[config.mk]
export PLATFORM = sky130hd
export DESIGN_NAME = serial_adc_seq
export DESIGN_NICKNAME = d
export VERILOG_FILES = /design/src/rtl/serial_adc_seq_pkg.sv /design/src/rtl/seq_phase_timer.sv /design/src/rtl/seq_serial_capture.sv /design/src/rtl/seq_result_format.sv /design/src/rtl/serial_adc_seq.sv
export SDC_FILE = /design/constraint.sdc
export NUM_CORES = 1
export LEC_CHECK = 0
export BUFFER_PORTS_ARGS = -buffer_cell sky130_fd_sc_hd__buf_2
export CAP_MARGIN = 5
export CORE_MARGIN = 3
export CORE_UTILIZATION = 60
export CTS_CLUSTER_DIAMETER = 60
export CTS_CLUSTER_SIZE = 25
export DETAILED_ROUTE_END_ITERATION = 10
export GPL_ROUTABILITY_DRIVEN = 0
export GPL_TIMING_DRIVEN = 0
export HOLD_SLACK_MARGIN = 0.05
export PLACE_DENSITY_LB_ADDON = 0.3
export SLEW_MARGIN = 20
export SYNTH_ARGS = -nofsm -noshare
export SYNTH_HDL_FRONTEND = slang
export SYNTH_SLANG_ARGS = --single-unit
[constraint.sdc]
create_clock -name clk -period 4.74 [get_ports clk]
set_clock_uncertainty 0.2 [all_clocks]
set_input_delay 1.185 -clock clk [delete_from_list [all_inputs] [get_ports clk]]
set_output_delay 1.185 -clock clk [all_outputs]
set_load 0.02 [all_outputs]
[src/rtl/serial_adc_seq_pkg.sv]
// Package: shared types and the cycle-rounding helper for the ADC sequencer.
// Assumes durations fit in 32 bits after scaling nanoseconds to picoseconds.
package serial_adc_seq_pkg;

    typedef enum logic [2:0] {
        ST_IDLE,
        ST_PRE_HI,
        ST_PRE_LO,
        ST_ACQ,
        ST_CONV,
        ST_SHIFT,
        ST_DONE
    } seq_state_e;

    // Whole system-clock cycles covering a duration, rounded up, at least one.
    function automatic int unsigned ns_to_cycles(input int unsigned dur_ns,
                                                 input int unsigned clk_ps);
        int unsigned c;
        c = (dur_ns * 1000 + clk_ps - 1) / clk_ps;
        return (c == 0) ? 1 : c;
    endfunction

endpackage

[src/rtl/seq_phase_timer.sv]
// Module: down-counter that measures the length of one sequencer phase.
// Loading N-1 makes expired_o rise after N cycles in the new phase.
// Assumes the caller loads it on the same edge on which it enters the phase.
module seq_phase_timer #(
    parameter int W = 9
) (
    input  logic         clk,
    input  logic         rst_n,
    input  logic         load_i,
    input  logic [W-1:0] load_val_i,
    output logic         expired_o
);

    logic [W-1:0] cnt_q;

    // Load on phase entry, otherwise count down to zero and stay there.
    always_ff @(posedge clk) begin
        if (!rst_n)
            cnt_q <= '0;
        else if (load_i)
            cnt_q <= load_val_i;
        else if (cnt_q != '0)
            cnt_q <= cnt_q - 1'b1;
    end

    assign expired_o = (cnt_q == '0);

    // A running count only moves down by one (phase lengths are never cut short).
    p_count_down_r4: assert property (@(posedge clk) disable iff (!rst_n)
        (!$past(load_i) && $past(cnt_q) != '0) |-> (cnt_q == $past(cnt_q) - 1'b1));

endmodule

[src/rtl/seq_serial_capture.sv]
// Module: generates BITS serial clock pulses and shifts the data input in,
// sampling on each rising serial clock edge, MSB first.
// Assumes the converter changes its data only after a falling serial clock edge.
module seq_serial_capture #(
    parameter int BITS = 12,
    parameter int HALF = 7,
    parameter int HW   = 3
) (
    input  logic            clk,
    input  logic            rst_n,
    input  logic            start_i,
    input  logic            sdata_i,
    output logic            sclk_o,
    output logic            done_o,
    output logic [BITS-1:0] word_o
);

    localparam int BW = (BITS > 1) ? $clog2(BITS) : 1;
    localparam logic [HW-1:0] HALF_LOAD = HW'(HALF - 1);
    localparam logic [BW-1:0] LAST_BIT  = BW'(BITS - 1);

    logic            active_q;
    logic            sclk_q;
    logic            done_q;
    logic [HW-1:0]   half_q;
    logic [BW-1:0]   bit_q;
    logic [BITS-1:0] shreg_q;

    // Half-period timing, clock toggling, sampling and bit counting.
    always_ff @(posedge clk) begin
        if (!rst_n) begin
            active_q <= 1'b0;
            sclk_q   <= 1'b0;
            done_q   <= 1'b0;
            half_q   <= '0;
            bit_q    <= '0;
            shreg_q  <= '0;
        end else begin
            done_q <= 1'b0;
            if (start_i) begin
                active_q <= 1'b1;
                sclk_q   <= 1'b0;
                half_q   <= HALF_LOAD;
                bit_q    <= '0;
            end else if (active_q) begin
                if (half_q != '0) begin
                    half_q <= half_q - 1'b1;
                end else begin
                    half_q <= HALF_LOAD;
                    if (!sclk_q) begin
                        sclk_q  <= 1'b1;
                        shreg_q <= {shreg_q[BITS-2:0], sdata_i};
                    end else begin
                        sclk_q <= 1'b0;
                        if (bit_q == LAST_BIT) begin
                            active_q <= 1'b0;
                            done_q   <= 1'b1;
                        end else begin
                            bit_q <= bit_q + 1'b1;
                        end
                    end
                end
            end
        end
    end

    assign sclk_o = sclk_q;
    assign done_o = done_q;
    assign word_o = shreg_q;

    // The serial clock only changes once a full half period has elapsed.
    p_half_period_r6: assert property (@(posedge clk) disable iff (!rst_n)
        (sclk_q != $past(sclk_q)) |-> ($past(half_q) == '0 && $past(active_q)));

    // Completion is reported only after the final bit's falling edge.
    p_twelve_bits_r6: assert property (@(posedge clk) disable iff (!rst_n)
        done_q |-> ($past(bit_q) == LAST_BIT && $fell(sclk_q)));

endmodule

[src/rtl/seq_result_format.sv]
// Module: widens the raw result, sign-extending for two's complement
// (bipolar) results and zero-extending for straight binary ones.
// Assumes EXT_W is larger than DATA_W.
module seq_result_format #(
    parameter int DATA_W = 12,
    parameter int EXT_W  = 16
) (
    input  logic [DATA_W-1:0] word_i,
    input  logic              signed_i,
    output logic [EXT_W-1:0]  ext_o
);

    localparam int PAD_W = EXT_W - DATA_W;

    // Fill the upper bits with the sign bit or with zero, depending on the mode.
    always_comb begin
        ext_o = {{PAD_W{signed_i & word_i[DATA_W-1]}}, word_i};
    end

endmodule

[src/rtl/serial_adc_seq.sv]
// Module: top of the ADC conversion sequencer. Takes a request, plays the
// conversion-start pulse pattern, waits out acquisition and conversion,
// reads the 12-bit result serially and presents it with a strobe.
// Assumes one converter per instance and durations given in nanoseconds.
module serial_adc_seq #(
    parameter int SYS_CLK_PS   = 10000,
    parameter int ACQ_NS       = 1400,
    parameter int CONV_NS      = 3700,
    parameter int PULSE_NS     = 30,
    parameter int SCLK_HALF_NS = 63,
    parameter int DATA_W       = 12,
    parameter int EXT_W        = 16
) (
    input  logic              clk,
    input  logic              rst_n,
    input  logic              req_i,
    input  logic              alt_sel_i,
    output logic              cnv_o,
    output logic              sclk_o,
    input  logic              sdata_i,
    output logic              busy_o,
    output logic              valid_o,
    output logic [DATA_W-1:0] result_o,
    output logic [EXT_W-1:0]  result_ext_o
);

    import serial_adc_seq_pkg::*;

    localparam int ACQ_CYC   = int'(ns_to_cycles(ACQ_NS, SYS_CLK_PS));
    localparam int CONV_CYC  = int'(ns_to_cycles(CONV_NS, SYS_CLK_PS));
    localparam int PULSE_CYC = int'(ns_to_cycles(PULSE_NS, SYS_CLK_PS));
    localparam int HALF_CYC  = int'(ns_to_cycles(SCLK_HALF_NS, SYS_CLK_PS));
    localparam int MAX_A     = (ACQ_CYC > CONV_CYC) ? ACQ_CYC : CONV_CYC;
    localparam int MAX_CYC   = (MAX_A > PULSE_CYC) ? MAX_A : PULSE_CYC;
    localparam int CW        = $clog2(MAX_CYC + 2);
    localparam int HW        = (HALF_CYC > 1) ? $clog2(HALF_CYC + 1) : 1;

    localparam logic [CW-1:0] ACQ_LOAD   = CW'(ACQ_CYC - 1);
    localparam logic [CW-1:0] CONV_LOAD  = CW'(CONV_CYC - 1);
    localparam logic [CW-1:0] PULSE_LOAD = CW'(PULSE_CYC - 1);

    seq_state_e        state_q, state_d;
    logic              tmr_load;
    logic [CW-1:0]     tmr_val;
    logic              tmr_expired;
    logic              ser_start;
    logic              ser_done;
    logic              ser_sclk;
    logic [DATA_W-1:0] ser_word;
    logic              cnv_q;
    logic              mode_q;
    logic              res_mode_q;
    logic [DATA_W-1:0] res_word_q;
    logic [CW-1:0]     hi_run_q;

    seq_phase_timer #(.W(CW)) u_timer (
        .clk        (clk),
        .rst_n      (rst_n),
        .load_i     (tmr_load),
        .load_val_i (tmr_val),
        .expired_o  (tmr_expired)
    );

    seq_serial_capture #(.BITS(DATA_W), .HALF(HALF_CYC), .HW(HW)) u_capture (
        .clk     (clk),
        .rst_n   (rst_n),
        .start_i (ser_start),
        .sdata_i (sdata_i),
        .sclk_o  (ser_sclk),
        .done_o  (ser_done),
        .word_o  (ser_word)
    );

    seq_result_format #(.DATA_W(DATA_W), .EXT_W(EXT_W)) u_format (
        .word_i   (res_word_q),
        .signed_i (res_mode_q),
        .ext_o    (result_ext_o)
    );

    // Next-state logic and phase-timer loads for the conversion sequence.
    always_comb begin
        state_d   = state_q;
        tmr_load  = 1'b0;
        tmr_val   = '0;
        ser_start = 1'b0;
        case (state_q)
            ST_IDLE: if (req_i) begin
                tmr_load = 1'b1;
                if (alt_sel_i) begin
                    state_d = ST_PRE_HI;
                    tmr_val = PULSE_LOAD;
                end else begin
                    state_d = ST_ACQ;
                    tmr_val = ACQ_LOAD;
                end
            end
            ST_PRE_HI: if (tmr_expired) begin
                state_d  = ST_PRE_LO;
                tmr_load = 1'b1;
                tmr_val  = PULSE_LOAD;
            end
            ST_PRE_LO: if (tmr_expired) begin
                state_d  = ST_ACQ;
                tmr_load = 1'b1;
                tmr_val  = ACQ_LOAD;
            end
            ST_ACQ: if (tmr_expired) begin
                state_d  = ST_CONV;
                tmr_load = 1'b1;
                tmr_val  = CONV_LOAD;
            end
            ST_CONV: if (tmr_expired) begin
                state_d   = ST_SHIFT;
                ser_start = 1'b1;
            end
            ST_SHIFT: if (ser_done) state_d = ST_DONE;
            ST_DONE:  state_d = ST_IDLE;
            default:  state_d = ST_IDLE;
        endcase
    end

    // State register, registered conversion-start line and request mode.
    always_ff @(posedge clk) begin
        if (!rst_n) begin
            state_q <= ST_IDLE;
            cnv_q   <= 1'b0;
            mode_q  <= 1'b0;
        end else begin
            state_q <= state_d;
            cnv_q   <= (state_d == ST_PRE_HI) || (state_d == ST_ACQ);
            if (state_q == ST_IDLE && req_i)
                mode_q <= alt_sel_i;
        end
    end

    // Hold the finished word and its mode until the next result.
    always_ff @(posedge clk) begin
        if (!rst_n) begin
            res_word_q <= '0;
            res_mode_q <= 1'b0;
        end else if (ser_done) begin
            res_word_q <= ser_word;
            res_mode_q <= mode_q;
        end
    end

    // Length of the current high run on the conversion-start line (checking aid).
    always_ff @(posedge clk) begin
        if (!rst_n)
            hi_run_q <= '0;
        else if (!cnv_q)
            hi_run_q <= '0;
        else if (hi_run_q != '1)
            hi_run_q <= hi_run_q + 1'b1;
    end

    assign cnv_o    = cnv_q;
    assign sclk_o   = ser_sclk;
    assign busy_o   = (state_q != ST_IDLE);
    assign valid_o  = (state_q == ST_DONE);
    assign result_o = res_word_q;

    // the acquisition pulse is never shorter than the acquisition count.
    p_acq_window_r4: assert property (@(posedge clk) disable iff (!rst_n)
        ($fell(cnv_q) && state_q == ST_CONV) |-> (hi_run_q >= CW'(ACQ_CYC)));

    // the first pulse of the select-high pattern meets the minimum width.
    p_pre_pulse_r3: assert property (@(posedge clk) disable iff (!rst_n)
        ($fell(cnv_q) && state_q == ST_PRE_LO) |-> (hi_run_q >= CW'(PULSE_CYC)));

    // serial clock and conversion-start are never high together.
    p_no_clk_while_track_r6: assert property (@(posedge clk) disable iff (!rst_n)
        cnv_q |-> !ser_sclk);

    // the valid strobe lasts one cycle and falls with busy.
    p_valid_pulse_r8: assert property (@(posedge clk) disable iff (!rst_n)
        valid_o |=> (!valid_o && !busy_o));

    // a straight-binary result has no sign fill.
    p_zero_ext_r10: assert property (@(posedge clk) disable iff (!rst_n)
        (valid_o && !res_mode_q) |-> (result_ext_o[EXT_W-1:DATA_W] == '0));

endmodule

==> impl_metrics.json <==
{
  "outcome": "complete, no violations",
  "hold_viol_final": 0,
  "path_clk_slew_ns": 0.09,
  "dpl_cell_area_um2": 2554,
  "grt_pass1_vias": 1708,
  "synth_seq_cells": 49,
  "dpl.hpwl_um": 3307,
  "route.detailed.drc": 0,
  "synth_cell_types": 47,
  "port_buffers": 35,
  "seq_area_frac_synth_pct": 42.26,
  "ir_drop_uv": 235.3,
  "worst_slew_pin_slew_ns": 0.8551,
  "syn_area_um2": 2321,
  "critical_path_class": "flop to primary output",
  "synthTopCellsByCount": "dfxtp_1 (49), nand2_1 (25), nor2_1 (25)",
  "coreArea_um2": 3521,
  "reg2reg_to": "u_capture.word_o[10]",
  "syn2layout_area_growth_pct": 15.96,
  "cts.sinks": 49,
  "antenna_cells": 0,
  "hold_depth": 2,
  "rsz0062_at_grt": "false",
  "boundaryPins": 37,
  "die_h_um": 68.20,
  "initial_utilization_pct": 65.92,
  "grt_use_total_pct": 21.99,
  "cts_hold_buf": 0,
  "drt_first_pass_iters": 4,
  "report.final.slew_viol_count": 0,
  "setup_ws_ns": 1.690,
  "hp-class": "flop to flop",
  "post-synth-top-area-cell": "dfxtp_1",
  "synth_top_area_share_pct": 42.26,
  "synth_area_leaders": "dfxtp_1 (42%), mux2i_1 (7.8%), buf_4 (4.9%)",
  "dpl_worst_slack_ns": 1.935,
  "cap_violations": 0,
  "htreeDepth": 2,
  "clockBufferDepth": 2,
  "synth_edf_count": 0,
  "gr-total-overflow": 0,
  "reg2reg_depth": 7,
  "multi_input_area_um2": 1139,
  "rows": 21,
  "path_buf_inv": 3,
  "async_flop_share_pct": 0,
  "nNetsFinal": 318,
  "grt_pass1_wl_um": 7645,
  "syn_area_per_cell_um2": 8.725,
  "yosysMostFrequentCell": "dfxtp_1",
  "cts_tree": "done",
  "antenna_left": 0,
  "total_power_uw": 1213,
  "post-route-period-util_pct": 64.34,
  "dieArea_um2": 4651,
  "crit_chain": "clkbuf_1 > clkbuf_1 > nor2_1 > and2_1 > buf_2",
  "holdCritStartpoint": "u_capture.half_q[0]",
  "crit_path_end_kind": "primary output",
  "cp_max_fo": 10,
  "via_per_inst": 5.530,
  "clock_latency_ns": 0.31,
  "leakage_uw": 0.001126,
  "worst-path-stages": 5,
  "synth_fp_nets": 276,
  "num_vias": 1963,
  "drt-initial-drc-count": 138,
  "postCtsSetupBuffers": 0,
  "fin_area_um2": 2691,
  "fillerInstances": 265,
  "worst_hold_path.endpoint": "u_capture.half_q[0]",
  "cp_common_cell": "clkbuf_1",
  "grt_max_degree": 17,
  "drive_above_1_share_pct": 21.68,
  "wl_per_cell_um": 13.35,
  "crit_arrival_ns": 1.66,
  "seqCellArea_um2": 980.9,
  "finalCriticalPeriod_ns": 3.050,
  "tns_ns": 0,
  "power.density_nw_per_um2": 450.5,
  "yosysWarnings": 0,
  "cp_top_family": "buffers and inverters",
  "r2r_setup_slack_ns": 2.17,
  "cp.required_ns": 3.36,
  "cts_buffers": 5,
  "setup_violations": 0,
  "routed_wl_um": 4739,
  "fp.dieW_um": 68.20,
  "synth_flop_cell": "dfxtp_1",
  "slowest_stage": "clkbuf_1",
  "cts-resized-gates": 0,
  "clk_root_buffer_cell": "clkbuf_8",
  "relSlewSlack_pct": 42.19,
  "antenna_found_initial": 0,
  "rr_startpoint": "u_timer.cnt_q[0]",
  "slowest_delay_ns": 0.38,
  "max_freq_ghz": 0.3279,
  "synth_cells": 266,
  "start_kind": "flop"
}
==> power breakdown <==
part           switching, uW  internal (uW)
clock network            142            212
registers               35.7            452
logic                    214            156
total                    391            821
==> logic make-up after synthesis <==
| kind of cell | count (synthesis) | share of synthesized area, % |
|---|---|---|
| simple gates | 102 | 23.18 |
| flops | 49 | 42.26 |
| compound gates | 47 | 12.78 |
| buf+inv | 38 | 8.680 |
| mux | 18 | 7.763 |
| xor+xnor | 7 | 2.642 |
| fa+ha+maj | 5 | 2.695 |
==> tightest hold or removal path, stage by stage, from the launching register on <==
cell and delay (ns):
dfxtp_1 0.32, nand2_1 0.05, a21oi_1 0.05
==> layout make-up <==
| type | count | area share (%) |
|---|---|---|
| Multi-Input combinational cell | 179 | 42.31 |
| Sequential cell | 49 | 36.45 |
| Timing Repair Buffer | 35 | 6.509 |
| Buffer | 31 | 6.509 |
| Clock buffer | 5 | 2.557 |
| Clock inverter | 3 | 2.557 |
| Tap cell | 46 | 2.139 |
| Inverter | 7 | 0.9763 |
==> metal layers <==
layer | share of wire (%) | GRT usage, % | vias to the layer above | wire [um]
met1 | 45 | 27.20 | 913 | 2134
met3 | 4.7 | 5.419 | 7 | 222
li1 | - | - | 995 | -
met5 | 0 | 0 | - | 0
met2 | 49 | 37.30 | 48 | 2312
met4 | 1.5 | 7.196 | 0 | 69
==> how the worst max path moves through the flow <==
stage                           from          endpoint
after floorplan           state_q[2]            busy_o
after global placement         req_i  u_timer.cnt_q[3]
after detailed placement       req_i  u_timer.cnt_q[3]
after CTS                 state_q[0]           valid_o
after global routing      state_q[0]           valid_o
final                     state_q[0]           valid_o
==> through the flow <==
step	hold WS, ns	utilization (%)	cells
floorplan	0.2356	-	266
CTS	0.2608	76.44	355
global placement	0.2446	72.53	347
detailed placement	0.2480	72.53	347
global route	0.2829	76.44	355
finish	0.2585	76.44	355
==> cell usage in the layout (no fill, tap or decap), types with 3 or more instances in the layout <==
cell	synthesis	final
a21oi_1	12	12
a31oi_1	3	3
and2_1	4	4
buf_1	3	3
buf_2	2	37
buf_4	15	15
clkbuf_1	11	11
clkbuf_8	0	5
dfxtp_1	49	49
ha_1	5	5
inv_1	7	7
mux2i_1	18	18
nand2_1	25	25
nand3_1	16	16
nor2_1	25	25
nor3b_1	4	4
o21ai_0	19	19
or3_1	4	4
xor2_1	5	5
==> sequential cells by signal (all words and copies together), names as in the netlist <==
signal	flops
cnv_o	1
mode_q	1
res_mode_q	1
result_o	12
state_q	3
u_capture.active_q	1
u_capture.bit_q	4
u_capture.done_o	1
u_capture.half_q	3
u_capture.sclk_o	1
u_capture.word_o	12
u_timer.cnt_q	9
Power figures use the tool's default switching activity.
